--- src/rtl/aud_rx_pkg.sv ---
package aud_rx_pkg;
  typedef enum logic [1:0] {
    ST_IDLE = 2'd0,
    ST_SYNC = 2'd1,
    ST_RUN  = 2'd2
  } rx_state_e;

  localparam int PACK_W = 16;
endpackage

--- src/rtl/aud_rx_sync.sv ---
module aud_rx_sync #(
  parameter int W = 1
) (
  input  logic         clk_i,
  input  logic         rst_ni,
  input  logic [W-1:0] d_i,
  output logic [W-1:0] q_o
);
  for (genvar i = 0; i < W; i++) begin : g_bit
    logic s1, s2;
    always_ff @(posedge clk_i or negedge rst_ni) begin
      if (!rst_ni) begin
        s1 <= 1'b0;
        s2 <= 1'b0;
      end else begin
        s1 <= d_i[i];
        s2 <= s1;
      end
    end
    assign q_o[i] = s2;
  end
endmodule

--- src/rtl/aud_rx_clkgen.sv ---
module aud_rx_clkgen #(
  parameter int DIV  = 4,
  parameter int SLOT = 32
) (
  input  logic clk_i,
  input  logic rst_ni,
  input  logic en_i,
  output logic bclk_o,
  output logic lrck_o
);
  localparam int DCW = (DIV > 1) ? $clog2(DIV) : 1;
  localparam int BCW = $clog2(SLOT);

  logic [DCW-1:0] div_cnt;
  logic [BCW-1:0] bit_cnt;

  always_ff @(posedge clk_i or negedge rst_ni) begin
    if (!rst_ni) begin
      div_cnt <= '0;
      bit_cnt <= '0;
      bclk_o  <= 1'b0;
      lrck_o  <= 1'b1;
    end else if (!en_i) begin
      div_cnt <= '0;
      bit_cnt <= '0;
      bclk_o  <= 1'b0;
      lrck_o  <= 1'b1;
    end else if (div_cnt == DCW'(DIV - 1)) begin
      div_cnt <= '0;
      bclk_o  <= ~bclk_o;
      if (bclk_o) begin
        // word select moves only on a falling bit clock
        if (bit_cnt == BCW'(SLOT - 1)) begin
          bit_cnt <= '0;
          lrck_o  <= ~lrck_o;
        end else begin
          bit_cnt <= bit_cnt + 1'b1;
        end
      end
    end else begin
      div_cnt <= div_cnt + 1'b1;
    end
  end

  AST_CLK_QUIET: assert property (@(posedge clk_i) disable iff (!rst_ni)
    !en_i |=> (!bclk_o && lrck_o));

  AST_LR_ON_FALL: assert property (@(posedge clk_i) disable iff (!rst_ni)
    (en_i && $past(en_i) && !$stable(lrck_o)) |-> $fell(bclk_o));
endmodule

--- src/rtl/aud_rx_fifo.sv ---
module aud_rx_fifo #(
  parameter int DW    = 32,
  parameter int DEPTH = 8
) (
  input  logic          clk_i,
  input  logic          rst_ni,
  input  logic          wr_i,
  input  logic [DW-1:0] wdata_i,
  input  logic          rd_i,
  output logic [DW-1:0] rdata_o,
  output logic          full_o,
  output logic          empty_o
);
  localparam int AW = $clog2(DEPTH);

  logic [DW-1:0] mem [DEPTH];
  logic [AW-1:0] wptr, rptr;
  logic [AW:0]   cnt;
  logic          do_wr, do_rd;

  assign full_o  = (cnt == (AW+1)'(DEPTH));
  assign empty_o = (cnt == '0);
  assign do_wr   = wr_i && !full_o;
  assign do_rd   = rd_i && !empty_o;
  assign rdata_o = mem[rptr];

  always_ff @(posedge clk_i or negedge rst_ni) begin
    if (!rst_ni) begin
      wptr <= '0;
      rptr <= '0;
      cnt  <= '0;
    end else begin
      if (do_wr) wptr <= wptr + 1'b1;
      if (do_rd) rptr <= rptr + 1'b1;
      cnt <= cnt + (AW+1)'(do_wr) - (AW+1)'(do_rd);
    end
  end

  always_ff @(posedge clk_i) begin
    if (do_wr) mem[wptr] <= wdata_i;
  end

  AST_FULL_HOLDS: assert property (@(posedge clk_i) disable iff (!rst_ni)
    (wr_i && full_o && !rd_i) |=> (cnt == $past(cnt)));

  AST_POP_DEC: assert property (@(posedge clk_i) disable iff (!rst_ni)
    (rd_i && !empty_o && !wr_i) |=> (cnt == $past(cnt) - 1'b1));
endmodule

--- src/rtl/aud_rx.sv ---
module aud_rx #(
  parameter int NPAIR = 3,
  parameter int MAXW  = 24,
  parameter int DW    = 32,
  parameter int DEPTH = 8,
  parameter int DIV   = 4,
  parameter int SLOT  = 32,
  localparam int CW   = $clog2(MAXW + 1),
  localparam int PW   = $clog2(NPAIR + 1)
) (
  input  logic             clk_i,
  input  logic             rst_ni,
  input  logic             run_i,
  input  logic             master_i,
  input  logic             wide_i,
  input  logic [CW-1:0]    width_i,
  input  logic [PW-1:0]    pairs_i,
  input  logic             bclk_i,
  input  logic             lrck_i,
  input  logic [NPAIR-1:0] sdata_i,
  output logic             bclk_o,
  output logic             lrck_o,
  input  logic             rd_i,
  output logic [DW-1:0]    rdata_o,
  output logic             dreq_o,
  output logic             ovf_o,
  output logic             ovf_irq_o
);
  import aud_rx_pkg::*;

  localparam int SW = (NPAIR > 1) ? $clog2(NPAIR) : 1;

  rx_state_e        st;
  logic             gen_en, gen_bclk, gen_lrck;
  logic [NPAIR+1:0] raw, syn;
  logic             bclk_s, lr_s, bclk_d, lr_prev, bit_ev;
  logic [NPAIR-1:0] dat_s, mask, pend_mask;
  logic [CW-1:0]    eff_w, cnt;
  logic [PW-1:0]    np;
  logic [MAXW-1:0]  sh [NPAIR];
  logic [PACK_W-1:0] lhold [NPAIR];
  logic [DW-1:0]    pend_word [NPAIR];
  logic             push, fifo_full, fifo_empty, drop;
  logic [SW-1:0]    sel;

  assign gen_en = master_i && (st != ST_IDLE);

  aud_rx_clkgen #(.DIV(DIV), .SLOT(SLOT)) u_clkgen (
    .clk_i, .rst_ni, .en_i(gen_en), .bclk_o(gen_bclk), .lrck_o(gen_lrck)
  );
  assign bclk_o = gen_bclk;
  assign lrck_o = gen_lrck;

  // both modes share the synchronised capture path
  assign raw = {master_i ? gen_bclk : bclk_i, master_i ? gen_lrck : lrck_i, sdata_i};

  aud_rx_sync #(.W(NPAIR + 2)) u_sync (.clk_i, .rst_ni, .d_i(raw), .q_o(syn));

  assign bclk_s = syn[NPAIR+1];
  assign lr_s   = syn[NPAIR];
  assign dat_s  = syn[NPAIR-1:0];
  assign bit_ev = bclk_s && !bclk_d;

  always_comb begin
    if (!wide_i)                          eff_w = CW'(PACK_W);
    else if (width_i < CW'(PACK_W + 1))   eff_w = CW'(PACK_W + 1);
    else if (width_i > CW'(MAXW))         eff_w = CW'(MAXW);
    else                                  eff_w = width_i;
    if (pairs_i == '0)                    np = PW'(1);
    else if (pairs_i > PW'(NPAIR))        np = PW'(NPAIR);
    else                                  np = pairs_i;
    for (int p = 0; p < NPAIR; p++) mask[p] = (p < int'(np));
  end

  // one queued word per cycle, lowest pin first
  always_comb begin
    push = 1'b0;
    sel  = '0;
    for (int p = 0; p < NPAIR; p++) begin
      if (pend_mask[p] && !push) begin
        push = 1'b1;
        sel  = SW'(p);
      end
    end
  end

  assign drop = push && fifo_full;

  always_ff @(posedge clk_i or negedge rst_ni) begin
    if (!rst_ni) begin
      st        <= ST_IDLE;
      bclk_d    <= 1'b0;
      lr_prev   <= 1'b0;
      cnt       <= '0;
      pend_mask <= '0;
      for (int p = 0; p < NPAIR; p++) begin
        sh[p]        <= '0;
        lhold[p]     <= '0;
        pend_word[p] <= '0;
      end
    end else begin
      bclk_d <= bclk_s;
      if (bit_ev) lr_prev <= lr_s;
      if (push) pend_mask[sel] <= 1'b0;
      unique case (st)
        ST_IDLE: if (run_i) st <= ST_SYNC;
        ST_SYNC: begin
          if (!run_i) st <= ST_IDLE;
          else if (bit_ev && lr_prev && !lr_s) begin
            st  <= ST_RUN;
            cnt <= '0;
            for (int p = 0; p < NPAIR; p++) sh[p] <= '0;
          end
        end
        ST_RUN: if (bit_ev) begin
          if (lr_s != lr_prev) begin
            cnt <= '0;
            for (int p = 0; p < NPAIR; p++) sh[p] <= '0;
            if (!lr_prev) begin
              if (wide_i) begin
                for (int p = 0; p < NPAIR; p++) pend_word[p] <= DW'(sh[p]);
                pend_mask <= mask;
              end else begin
                for (int p = 0; p < NPAIR; p++) lhold[p] <= sh[p][PACK_W-1:0];
              end
            end else begin
              for (int p = 0; p < NPAIR; p++)
                pend_word[p] <= wide_i ? DW'(sh[p]) : DW'({sh[p][PACK_W-1:0], lhold[p]});
              pend_mask <= mask;
              if (!run_i) st <= ST_IDLE;
            end
          end else if (cnt < eff_w) begin
            for (int p = 0; p < NPAIR; p++) sh[p] <= {sh[p][MAXW-2:0], dat_s[p]};
            cnt <= cnt + 1'b1;
          end
        end
        default: st <= ST_IDLE;
      endcase
    end
  end

  always_ff @(posedge clk_i or negedge rst_ni) begin
    if (!rst_ni) begin
      ovf_o     <= 1'b0;
      ovf_irq_o <= 1'b0;
    end else begin
      ovf_irq_o <= drop;
      if (drop) ovf_o <= 1'b1;
      else if (st == ST_IDLE && run_i) ovf_o <= 1'b0;
    end
  end

  aud_rx_fifo #(.DW(DW), .DEPTH(DEPTH)) u_fifo (
    .clk_i, .rst_ni, .wr_i(push), .wdata_i(pend_word[sel]), .rd_i,
    .rdata_o, .full_o(fifo_full), .empty_o(fifo_empty)
  );
  assign dreq_o = !fifo_empty;

  AST_DROP_FLAGS: assert property (@(posedge clk_i) disable iff (!rst_ni)
    (push && fifo_full) |=> (ovf_o && ovf_irq_o));

  AST_PUSH_REQ: assert property (@(posedge clk_i) disable iff (!rst_ni)
    (push && !fifo_full) |=> dreq_o);
endmodule

--- config.mk ---
export PLATFORM = sky130hd
export DESIGN_NAME = aud_rx
export DESIGN_NICKNAME = d
export VERILOG_FILES = /design/src/rtl/aud_rx_pkg.sv /design/src/rtl/aud_rx_sync.sv /design/src/rtl/aud_rx_clkgen.sv /design/src/rtl/aud_rx_fifo.sv /design/src/rtl/aud_rx.sv
export SDC_FILE = /design/constraint.sdc
export NUM_CORES = 1
export LEC_CHECK = 0
export ABC_AREA = 1
export BUFFER_PORTS_ARGS = -buffer_cell sky130_fd_sc_hd__buf_4
export CAP_MARGIN = 20
export CORE_ASPECT_RATIO = 0.8
export CORE_UTILIZATION = 35
export CTS_BUF_LIST = sky130_fd_sc_hd__clkbuf_8
export CTS_CLUSTER_DIAMETER = 50
export DETAILED_ROUTE_END_ITERATION = 10
export PLACE_DENSITY = 0.53
export SLEW_MARGIN = 20
export SYNTH_ARGS = -nofsm -noshare
export SYNTH_HDL_FRONTEND = slang
export SYNTH_SLANG_ARGS = --single-unit
export TNS_END_PERCENT = 1
--- constraint.sdc ---
create_clock -name clk_i -period 8.75 [get_ports clk_i]
set_input_delay 1.75 -clock clk_i [delete_from_list [all_inputs] [get_ports clk_i]]
set_output_delay 1.75 -clock clk_i [all_outputs]
set_load 0.005 [all_outputs]
Yosys cells after proc, flatten, opt, wreduce, memory -nomap -nowiden
Memories as Yosys holds them, arrays and structs flattened.
Cells that the tools add are included.
{ "classes": {"addsub": 7, "mul": 0, "n_div": 0, "order_cmp": 10, "n_eq_ne": 18, "shift": 0, "muxes": 64, "n_bitwise": 7, "reduce_logical": 30} }
{ "op_table": {"columns": ["operator", "count"], "rows": [
  ["$mux 72", 5],
  ["$mux 96", 2],
  ["$mux 32", 5],
  ["$pmux 72 s2", 1],
  ["$bmux 32 s2", 1],
  ["$mux 5", 12],
  ["$mux 2", 12],
  ["$ne 2x2->1 const B", 10],
  ["$mux 3", 6],
  ["$mux 1", 17],
  ["$logic_and 1x1->1", 11],
  ["$add 5x1->5 const B", 2],
  ["$pmux 5 s2", 1],
  ["$reduce_and 5->1", 2],
  ["$reduce_bool 2->1", 4],
  ["$add 3x1->3 const B", 2],
  ["$logic_not 1->1", 6],
  ["$ne 3x3->1 const B", 2],
  ["$pmux 2 s3", 1],
  ["$reduce_and 6->1", 1],
  ["$eq 5x5->1 const B", 1],
  ["$gt 5x5->1 const B", 1],
  ["$lt 5x5->1", 1],
  ["$lt 5x5->1 const B", 1],
  ["23 further kinds", 29]
]} }
{ "word_totals": {"ff_bits": 259, "latch_bits": 0, "ram_bits": 256, "mem_bits_ro": 0, "inputBits": 18, "output_inout_bits": 37, "elab_cells": 170, "mem_count": 1} }
{ "memory_table": {"columns": ["memory", "depth", "word_bits", "rd", "rd_ports_with_merged_regs", "wr", "line", "source"], "rows": [
  ["u_fifo.mem", 8, 32, 1, 0, 1, "aud_rx_fifo.sv:16", "logic [DW-1:0] mem [DEPTH];"]
]} }

Depth between registers and ports, before layout
Gate-level depths: netlist of run 1.
{ "depth": {"word_depth": 19, "depth_mapped": 15, "mapped_depth_nobuf": 14} }

Hierarchy
Synthesis of run 1 repeated with hierarchy kept, for this count alone.
{ "hier_totals": {"cells_unflattened": 2577, "hier_area_um2": 23232.3} }
{ "by_module_without_submodules": {"columns": ["mod", "instances", "cells_each", "area_each_um2", "seq_area_each_um2"], "rows": [
  ["aud_rx_fifo", 1, 1177, 11708.7, 7937.6],
  ["aud_rx", 1, 1338, 10791.6, 5755.5],
  ["aud_rx_clkgen", 1, 47, 444.2, 226.5],
  ["aud_rx_sync", 1, 15, 287.8, 250.2]
]} }

Least setup slack after synthesis of run 1
No wires, ideal clock.
{ "synth_path": {"kind": "input to register", "start": "in width_i[3]", "end": "reg sh[30] (netlist bit)", "setup_ps": 119, "arrival_time_ps": 2979, "required_ps": 8631, "setup_slack_ps": 5653, "stages": 13, "path_buffers": 2, "cell_sequence": "inv_1 > nand3_1 > inv_1 > nand2_1 > ha_1 > nand2_1 > nor2_1 > nand2_1 > nand3_4 > buf_6 > buf_6 > nand3_1 > nand2_1"} }
{ "synth_between": {"elab_chain_len": 7, "word_cells_on_any_way": 8, "classes_between": "order compare: 3; eq/ne: 1; mux: 3; reduce/logical: 1"} }
{ "synth_lines": {"columns": ["item", "line", "source"], "rows": [
  ["start: declaration", "aud_rx.sv:16", "input logic [CW-1:0] width_i,"],
  ["$gt 5x5->1", "aud_rx.sv:67", "else if (width_i > CW'(MAXW)) eff_w = CW'(MAXW);"],
  ["$mux 5", "aud_rx.sv:67", null],
  ["$mux 5 (*)", "aud_rx.sv:66", "else if (width_i < CW'(PACK_W + 1)) eff_w = CW'(PACK_W + 1);"],
  ["$mux 5 (*)", "aud_rx.sv:65", "if (!wide_i) eff_w = CW'(PACK_W);"],
  ["$lt 5x5->1 (*)", "aud_rx.sv:132", "end else if (cnt < eff_w) begin"],
  ["$ne 3x3->1 (no line) (*)", null, null],
  ["$reduce_and 5->1 (no line) (*)", null, null],
  ["end signal: indexed assignment", "aud_rx.sv:97", "sh[p] <= '0;"],
  ["end: declaration", "aud_rx.sv:40", "logic [MAXW-1:0] sh [NPAIR];"]
]} }
Mark *: on every way between the ends. The rest lies on a longest branch, timed or not.
A chain may end at the register's enable or synchronous reset.

Worst setup path after layout of run 1
{ "layout_path": {"start": "reg u_fifo.rptr[0]", "end": "out rdata_o[11]"} }
{ "layout_between": {"elab_chain_len": 1} }
{ "layout_lines": {"columns": ["item", "line", "source"], "rows": [
  ["start: declaration", "aud_rx_fifo.sv:17", "logic [AW-1:0] wptr, rptr;"],
  ["start signal: assignment", "aud_rx_fifo.sv:34", "if (do_rd) rptr <= rptr + 1'b1;"],
  ["$mem_v2 8x32", null, null],
  ["end: declaration", "aud_rx.sv:24", "output logic [DW-1:0] rdata_o,"]
]} }
Every way passes these cells.

==> results_dict.tcl, run 1 <==
set metrics [dict create \
    dpl_cell_area_sq_mm 0.0231 \
    cts_root_buffer "clkbuf_8" \
    finalHoldViolations 0 \
    worstPathMaxFanout 68 \
    synth-seq-cells 515 \
    cpPeakStageDelay_ns 1.00 \
    switching_share_pct 31.7 \
    core-area_sq_mm 0.0615 \
    port_buffers 54 \
    yosysSeqAreaShare_pct 64.6 \
    hold_start "u_sync.g_bit[1].s1" \
    n_antenna_cell 0 \
    drtAntennaViolNets 0 \
    p_int_uw 4250 \
    final-setup-viol-count 0 \
    drcViolationCount 0 \
    die_width_um 282 \
    layout_setup_ws_ns 3.58 \
    crit_slowest_cell "dfrtp_4" \
    p_sw_uw 1970 \
    grtUsageTotal_pct 17.4 \
    cts.sinks 515 \
    hp-class "flop to flop" \
    clk_pin_slew_ns 0.06 \
    combPwrFrac_pct 21.8 \
    rr_worst_depth 9 \
    power.share.clock_pct 33.0 \
    design_area_sq_mm 0.0248 \
    dieArea_sq_mm 0.0637 \
    postLayoutCoreUtil_pct 40.3 \
    wl_per_cell_um 17.8 \
    htreeDepth 3 \
    ctsLongestPathBuffers 3 \
    cts_resized 0 \
    worst_setup_path_start_kind "flop" \
    wl_um 54000 \
    r2r_end "sh[71]" \
    power.leakage_uw 0.0103 \
    yosysWarnings 0 \
    area_delta_synth_final_pct 12.9 \
    status "complete, no violations" \
    required_ns 7.00 \
    netlist-cell-type-count 40 \
    clkLatencyLatePin_ns 0.69 \
    path_buf_inv 2 \
    drt_iter0_drc 1028 \
    vdd_drop_max_mv 0.145 \
    clock_skew_ns 0.0323 \
    rsz0062_at_grt "no" \
    syn-cell-area_sq_mm 0.0219 \
    p_seq_share_pct 45.3 \
    relSlewSlack_pct 24.6 \
    post-cts-setup-buffers 0 \
    cp-end-kind "primary output" \
    hpwl_um 30100 \
    hold_slack_ns 0.348 \
    ctsHoldBuffers 0 \
    die_h_um 226 \
    max-cap-violations 0 \
    grt_pass1_vias 14700 \
    vias 15200 \
    pre_cts_ws_ns 3.80 \
    period_share_pct 59.1 \
    vias_per_cell 5.00 \
    drv_slew 0 \
    tns_ns 0 \
    overflow 0 \
    antenna_found_initial 1 \
    initial_core_util_pct 35.7 \
    power.density_mw_per_mm2 251 \
    holdPathStages 0 \
    cts_tree "built" \
    syn-mean-instance-area_sq_um 10.5 \
    netlist_instances 2091 \
    worstMarginPinSlew_ns 1.12 \
    drive_above_1_share_pct 10.9 \
    synth_nets 2126 \
    firstDrtPassIters 5 \
    hold_path_end "u_sync.g_bit[1].s2" \
    fmax_mhz 193 \
    cpLargestDelayFamily "flip-flops" \
    critPathKind "flop to primary output" \
    cp_data_arrival_time_ns 3.42 \
    grt_max_degree 115 \
    pin_count 55 \
    rows 81 \
    fin_nets 2164 \
    finalCriticalPeriod_ns 5.17 \
    path_cells "buf_4, o21ai_0, o22ai_1, nand2_1, nand2_1, buf_4" \
    grt_pass1_wl_um 85300 \
    gp_congestion 0.746 \
    numCtsBuffers 85 \
    reg2reg_slack_ns 5.31 \
    reg2reg_from "cnt[2]" \
    cp-startpoint "u_fifo.rptr[0]" \
]
==> registers in the layout, indices dropped and copies added, names as in the netlist, 4 cells and up <==
register and cells:
lhold 48, u_fifo.cnt 4, pend_word 96, u_clkgen.bit_cnt 5, u_sync.g_bit.s2 5, u_fifo.mem 256
sh 72, u_sync.g_bit.s1 5, cnt 5
==> how the worst max path moves through the flow <==
stage / end / slack (ns) / depth (start not counted)
after floorplan: sh[30] / 5.65 / 13
after global routing: rdata_o[11] / 3.32 / 6
after global placement: sh[47] / 3.80 / 14
after detailed placement: sh[71] / 3.80 / 14
after CTS: rdata_o[22] / 3.51 / 7
final: rdata_o[11] / 3.58 / 6
==> through the flow <==
stage	cells	total power, uW
after global routing	3030	6560
after CTS	3029	6320
final	3030	6230
after global placement	2870	4220
after detailed placement	2871	4250
after floorplan	2091	3660
==> routing by layer <==
layer  track usage [%]  share of wire, %  wire length (um)
met5                 0                 0                 0
met4              5.38               2.2              1170
met3              3.39               5.4              2900
met2              26.6                44             23800
met1              24.9                48             26100
==> worst register-to-register path, stage by stage, from the launching register on <==
cell and delay (ns):
dfrtp_1 0.46, ha_1 0.34, nand2_1 0.07, nor2_1 0.04, nand2_2 0.06, buf_4 0.51, nand3_4 0.88, nand2_2 0.80
nand2_1 0.13, nand2_1 0.08
==> power groups by stage <==
stage	sequential, uW	combinational [uW]	clock [uW]
floorplan	2760	905	0
global placement	2860	1360	0
detailed placement	2870	1380	0
CTS	2820	1390	2110
global route	2830	1510	2220
finish	2820	1360	2050
==> synthesized netlist by cell type, drive strengths merged <==
library cell  number  area, sq um
a211oi             1         7.51
a21o               1         7.51
a21oi             30          154
buf               68          409
clkbuf            67          251
clkinv             1         3.75
conb               1         3.75
dfrtp            258         6460
dfstp              1         26.3
edfxtp           256         7690
fa                 1         20.0
ha                16          200
inv              169          634
mux2i             64          641
nand2            463         1760
nand3             89          458
nand4             54          338
nor2             141          553
nor3               5         30.0
nor4               1         6.26
o211ai            32          240
o21a              16          120
o21ai            259         1300
o22ai             88          551
o31ai              1         7.51
or2                1         6.26
xnor2              2         17.5
xor2               5         43.8
==> final cells by class <==
| type | instances | area, sq um |
|---|---|---|
| fill | 6071 | 36800 |
| sequential | 515 | 14200 |
| multi-input combinational | 1271 | 6570 |
| clock buffer | 100 | 1380 |
| tap | 830 | 1040 |
| timing repair buffer | 86 | 677 |
| inverter | 170 | 638 |
| clock inverter | 58 | 288 |
==> layout by cell type, fill, tap and decap left out, drive strengths merged <==
master	n
nand2	463
o21ai	259
dfrtp	258
edfxtp	256
inv	206
nor2	141
clkbuf	100
nand3	89
o22ai	88
buf	86
mux2i	64
nand4	54
o211ai	32
a21oi	30
clkinv	21
o21a	16
ha	16
xor2	5
nor3	5
xnor2	2
or2	1
o31ai	1
nor4	1
a21o	1
a211oi	1
fa	1
conb	1
clkinvlp	1
dfstp	1
==> cells by family (layout without fill, tap and decap cells) <==
group,Yosys count,count (layout),share of synthesized area [%]
other,1,1,0.0171
DFF,515,515,64.6
adders and majority gates,17,17,1.00
and+or+nand+nor,754,754,14.4
AOI/OAI and AO/OA,428,428,10.9
muxes,64,64,2.92
xor gates and xnor gates,7,7,0.280
buffers and inverters,305,414,5.92
Power figures use the tool's default switching activity.
==> run 2, diff against run 1 <==
==> constraint.sdc (replaced) <==
create_clock -name clk_i -period 5.35 [get_ports clk_i]
set_input_delay 1.07 -clock clk_i [delete_from_list [all_inputs] [get_ports clk_i]]
set_output_delay 1.07 -clock clk_i [all_outputs]
set_load 0.005 [all_outputs]
==> results_dict.tcl, run 2 (same netlist as run 1, synthesis figures left out) <==
set metrics [dict create \
    area_delta_synth_final_pct 13.4 \
    vias_per_cell 4.97 \
    fmax_mhz 244 \
    grtUsageTotal_pct 17.5 \
    drv_slew 0 \
    cts.sinks 515 \
    overflow 0 \
    htreeDepth 3 \
    required_ns 4.28 \
    cp-end-kind "primary output" \
    hpwl_um 31300 \
    firstDrtPassIters 5 \
    finalHoldViolations 0 \
    clock_skew_ns 0.0401 \
    design_area_sq_mm 0.0249 \
    vias 15000 \
    power.density_mw_per_mm2 414 \
    numCtsBuffers 83 \
    ctsHoldBuffers 0 \
    power.leakage_uw 0.0103 \
    worstMarginPinSlew_ns 1.07 \
    dieArea_sq_mm 0.0637 \
    critPathKind "flop to primary output" \
    holdPathStages 0 \
    relSlewSlack_pct 28.0 \
    status "complete, no violations" \
    rsz0062_at_grt "no" \
    gp_congestion 0.736 \
    worst_setup_path_start_kind "flop" \
    grt_pass1_wl_um 86200 \
    fin_nets 2166 \
    cts_root_buffer "clkbuf_8" \
    largest_reg_flops 256 \
    cp_data_arrival_time_ns 3.03 \
    hold_slack_ns 0.347 \
    n_antenna_cell 0 \
    cts_tree "built" \
    cts_resized 0 \
    rows 81 \
    max_flop_register "u_fifo.mem" \
    die_h_um 226 \
    drtAntennaViolNets 0 \
    finalCriticalPeriod_ns 4.10 \
    core-area_sq_mm 0.0615 \
    top_regs "u_fifo.mem (256), pend_word (96), sh (72)" \
    drcViolationCount 0 \
    tns_ns 0 \
    antenna_found_initial 1 \
    reg2reg_slack_ns 1.82 \
    pin_count 55 \
    wl_um 54300 \
    max-cap-violations 0 \
    worstPathMaxFanout 40 \
    grt_pass1_vias 14600 \
    port_buffers 54 \
    post-cts-setup-buffers 0 \
    ctsLongestPathBuffers 3 \
    grt_max_degree 174 \
    dpl_cell_area_sq_mm 0.0231 \
    period_share_pct 76.6 \
    rr_worst_depth 8 \
    vdd_drop_max_mv 0.170 \
    initial_core_util_pct 35.7 \
    hp-class "flop to flop" \
    clk_pin_slew_ns 0.06 \
    die_width_um 282 \
    drt_iter0_drc 1326 \
    drive_above_1_share_pct 11.1 \
    wl_per_cell_um 17.9 \
    clkLatencyLatePin_ns 0.67 \
    final_cell_mix "nand2_1, dfrtp_1, edfxtp_1" \
    final-setup-viol-count 0 \
    final_common_cell "nand2_1" \
]
## run 2: cell types whose count changed in the layout (fill, tap and decap cells not counted), sizes merged
cell / previous run / this run
buf: 86 / 90
bufinv: 0 / 3
clkbuf: 100 / 103
clkinv: 21 / 15
inv: 206 / 196
## run 2: worst paths after layout
| check | startpoint | to |
|---|---|---|
| max | u_fifo.rptr[0] | rdata_o[10] |
| min | u_sync.g_bit[1].s1 | u_sync.g_bit[1].s2 |
| max reg2reg | st[0] | sh[59] |
| min reg2reg | u_sync.g_bit[1].s1 | u_sync.g_bit[1].s2 |
| max in group asynchronous | rst_ni | pend_word[91] |
| min in group asynchronous | rst_ni | u_sync.g_bit[0].s1 |
## run 2: area by class of cell
cell class / count / area, sq um
clock buffers: 103 / 1420
fillers: 5997 / 36600
clock inverters: 45 / 297
multi-input cells: 1271 / 6570
inverters: 170 / 638
repair buffers: 90 / 733
well taps: 830 / 1040
flip-flops and latches: 515 / 14200
## run 2: critical path, cell delays in order, from the launching register on
cell and delay (ns):
dfrtp_4 0.69, inv_2 0.48, buf_4 0.56, nor2_1 0.08, o22ai_1 0.19, nand2_1 0.07
nand2_1 0.14, buf_4 0.13
## run 2: metal layers
layer	up-vias	track usage (%)	share of wire (%)	routed length (um)
met5	-	0	0	0
met4	0	4.05	1.6	846
met3	68	3.29	4.2	2260
met2	328	25.5	44	23700
met1	7379	26.7	51	27400
li1	7256	-	-	-
## run 2: power by group
group / internal [uW] / switching (uW)
Clock: 1890 / 1570
Combinational: 855 / 1360
Sequential: 4390 / 226
Total: 7140 / 3160
## run 2: per-stage QoR
step	worst slack (ns)	instances	total power, uW	util (%)
finish	1.25	3024	10300	40.4
global route	0.981	3024	10900	40.4
CTS	1.15	3023	10400	40.4
detailed placement	1.80	2875	6940	37.6
global placement	1.82	2875	6910	37.6
floorplan	2.54	2091	5990	-
==> run 3, diff against run 2 <==
--- a/config.mk
+++ b/config.mk
@@ -5,7 +5,7 @@
 export SDC_FILE = /design/constraint.sdc
 export NUM_CORES = 1
 export LEC_CHECK = 0
-export ABC_AREA = 1
+export ABC_AREA = 0
 export BUFFER_PORTS_ARGS = -buffer_cell sky130_fd_sc_hd__buf_4
 export CAP_MARGIN = 20
 export CORE_ASPECT_RATIO = 0.8
@@ -13,7 +13,7 @@
 export CTS_BUF_LIST = sky130_fd_sc_hd__clkbuf_8
 export CTS_CLUSTER_DIAMETER = 50
 export DETAILED_ROUTE_END_ITERATION = 10
-export PLACE_DENSITY = 0.53
+export PLACE_DENSITY = 0.55
 export SLEW_MARGIN = 20
 export SYNTH_ARGS = -nofsm -noshare
 export SYNTH_HDL_FRONTEND = slang
==> constraint.sdc (replaced) <==
create_clock -name clk_i -period 3.4 [get_ports clk_i]
set_input_delay 0.68 -clock clk_i [delete_from_list [all_inputs] [get_ports clk_i]]
set_output_delay 0.68 -clock clk_i [all_outputs]
set_load 0.005 [all_outputs]
==> results_dict.tcl, run 3 <==
set metrics [dict create \
    status "finished with violations" \
    violations "design-rule violations" \
    clkLatencyLatePin_ns 0.67 \
    max-cap-violations 0 \
    vias 11300 \
    cp-end-kind "primary output" \
    path_buf_inv 2 \
    synth_edf_count 256 \
    die_h_um 220 \
    final_cell_mix "dfrtp_1, edfxtp_1, nand2_1" \
    drv_slew 0 \
    required_ns 2.72 \
    htreeDepth 3 \
    period_share_pct 93.8 \
    vias_per_cell 5.01 \
    final-setup-viol-count 0 \
    switching_share_pct 28.3 \
    cp-startpoint "u_fifo.rptr[0]" \
    tns_ns 0 \
    p_total_uw 16000 \
    synthTopCellsByArea "edfxtp_1, dfrtp_1, mux4_2" \
    vdd_drop_max_mv 0.266 \
    r2r_end "u_fifo.mem[1][6]" \
    synth_top_area_share_pct 37.0 \
    synth_area_leader_cell "edfxtp_1" \
    post-cts-setup-buffers 0 \
    worstSetupPathDepth 4 \
    grtUsageTotal_pct 15.1 \
    rr_worst_depth 5 \
    drtAntennaViolNets 0 \
    grt_max_degree 99 \
    hp-class "input port to asynchronous set/reset pin" \
    multiInputGateArea_sq_mm 0.00622 \
    seqCellArea_sq_mm 0.0142 \
    power.density_mw_per_mm2 665 \
    drcViolationCount 10 \
    fillers 5355 \
    combPwrFrac_pct 22.1 \
    dieArea_sq_mm 0.0603 \
    largest_reg_flops 256 \
    yosysWarnings 0 \
    cts.sinks 515 \
    top_regs "u_fifo.mem (256), pend_word (96), sh (72)" \
    drive_above_1_share_pct 27.2 \
    yosysSeqAreaShare_pct 68.2 \
    fin_nets 1462 \
    finalCriticalPeriod_ns 3.19 \
    rows 79 \
    worstPathMaxFanout 26 \
    ctsHoldBuffers 0 \
    hold_slack_ns 0.0460 \
    ys_async_sr_fraction_pct 50.3 \
    hpwl_um 25500 \
    firstDrtPassIters 8 \
    gp_congestion 0.731 \
    numCtsBuffers 82 \
    die_width_um 274 \
    clock_skew_ns 0.0293 \
    cp_data_arrival_time_ns 2.51 \
    reg2reg_slack_ns 0.93 \
    synthTopCellsByCount "dfrtp_1, edfxtp_1, nand2_1" \
    worstMarginPinSlew_ns 1.05 \
    critPathKind "flop to primary output" \
    rsz0062_at_grt "no" \
    fmax_mhz 314 \
    drt_iter0_drc 721 \
    clk_pin_slew_ns 0.06 \
    cpLargestDelayFamily "multiplexers" \
    area_delta_synth_final_pct 15.7 \
    power.leakage_uw 0.00942 \
    reg2reg_from "pend_mask[0]" \
    p_seq_share_pct 46.1 \
    design_area_sq_mm 0.0240 \
    antenna_found_initial 0 \
    synth-seq-cells 515 \
    crit_slowest_cell "dfrtp_4" \
    pin_count 55 \
    core-area_sq_mm 0.0584 \
    cpPeakStageDelay_ns 0.55 \
    syn-mean-instance-area_sq_um 15.9 \
    p_sw_uw 4530 \
    wl_per_cell_um 19.5 \
    synth_flop_cell "dfrtp_1" \
    dpl_cell_area_sq_mm 0.0224 \
    worst_setup_path_start_kind "flop" \
    n_antenna_cell 0 \
    finalHoldViolations 0 \
    ctsLongestPathBuffers 3 \
    cts_root_buffer "clkbuf_8" \
    postLayoutCoreUtil_pct 41.1 \
    initial_core_util_pct 35.6 \
    cts_tree "built" \
    overflow 0 \
    path_cells "buf_12, mux4_2, mux2_2, buf_4" \
    yosysMostFrequentCell "dfrtp_1" \
    grt_pass1_wl_um 69100 \
    relSlewSlack_pct 29.4 \
    wl_um 44000 \
    p_int_uw 11500 \
    port_buffers 54 \
    grt_pass1_vias 11700 \
    cts_resized 0 \
    syn-cell-area_sq_mm 0.0208 \
    netlist-cell-type-count 47 \
    max_flop_register "u_fifo.mem" \
    synth_nets 1338 \
    netlist_instances 1303 \
    power.share.clock_pct 31.8 \
]
run 3: final cells by class:
cell class | count | area share, %
well taps | 769 | 4.00
clock buffers | 97 | 5.55
clock inverters | 53 | 1.09
inverters | 13 | 0.203
multi-input cells | 696 | 25.9
flip-flops and latches | 515 | 59.0
repair buffers | 119 | 4.32
run 3: worst max path at each step:
stage / slack (ns) / to
after floorplan: -0.35 / u_fifo.mem[0][0]
after global placement: 0.56 / sh[7]
after detailed placement: 0.56 / sh[36]
after CTS: 0.01 / rdata_o[18]
after global routing: 0.1 / rdata_o[18]
final: 0.21 / rdata_o[18]
run 3: cell families after synthesis:
| logic type | after synthesis | synth area share (%) |
|---|---|---|
| AO/OA/AOI/OAI | 234 | 7.64 |
| XOR/XNOR | 9 | 0.379 |
| adder cells (fa/ha/maj) | 17 | 1.06 |
| buffers and inverters | 92 | 2.33 |
| flip-flops | 515 | 68.2 |
| multiplexers | 254 | 16.6 |
| other | 1 | 0.0181 |
| AND/OR/NAND/NOR | 181 | 3.75 |
run 3: layer usage:
| layer | global-route usage (%) | part of all wire, % |
|---|---|---|
| met1 | 21.7 | 49 |
| met2 | 22.9 | 45 |
| met3 | 3.01 | 3.8 |
| met4 | 4.57 | 2.0 |
| met5 | 0 | 0 |
run 3: worst reg2reg max path: stages, from the launching register on:
cell and delay [ns]:
dfrtp_1 0.44, nor3_1 0.14, a21oi_1 0.46, nand2_1 0.38
nor3_4 0.20, buf_4 0.48
run 3: stage by stage:
step,setup WS (ns),std cells
2_1_floorplan,-0.346,1303
3_3_place_gp,0.560,2106
3_5_place_dp,0.564,2106
4_1_cts,0.0149,2256
5_1_grt,0.0963,2262
6_report,0.212,2262
run 3: power by group through the flow:
stage | Clock (uW) | Combinational [uW] | Sequential [uW]
final | 5080 | 3540 | 7370
after floorplan | 0 | 2320 | 7310
after global placement | 0 | 3510 | 7490
after global routing | 5540 | 3890 | 7420
after detailed placement | 0 | 3550 | 7520
after CTS | 5260 | 3570 | 7390
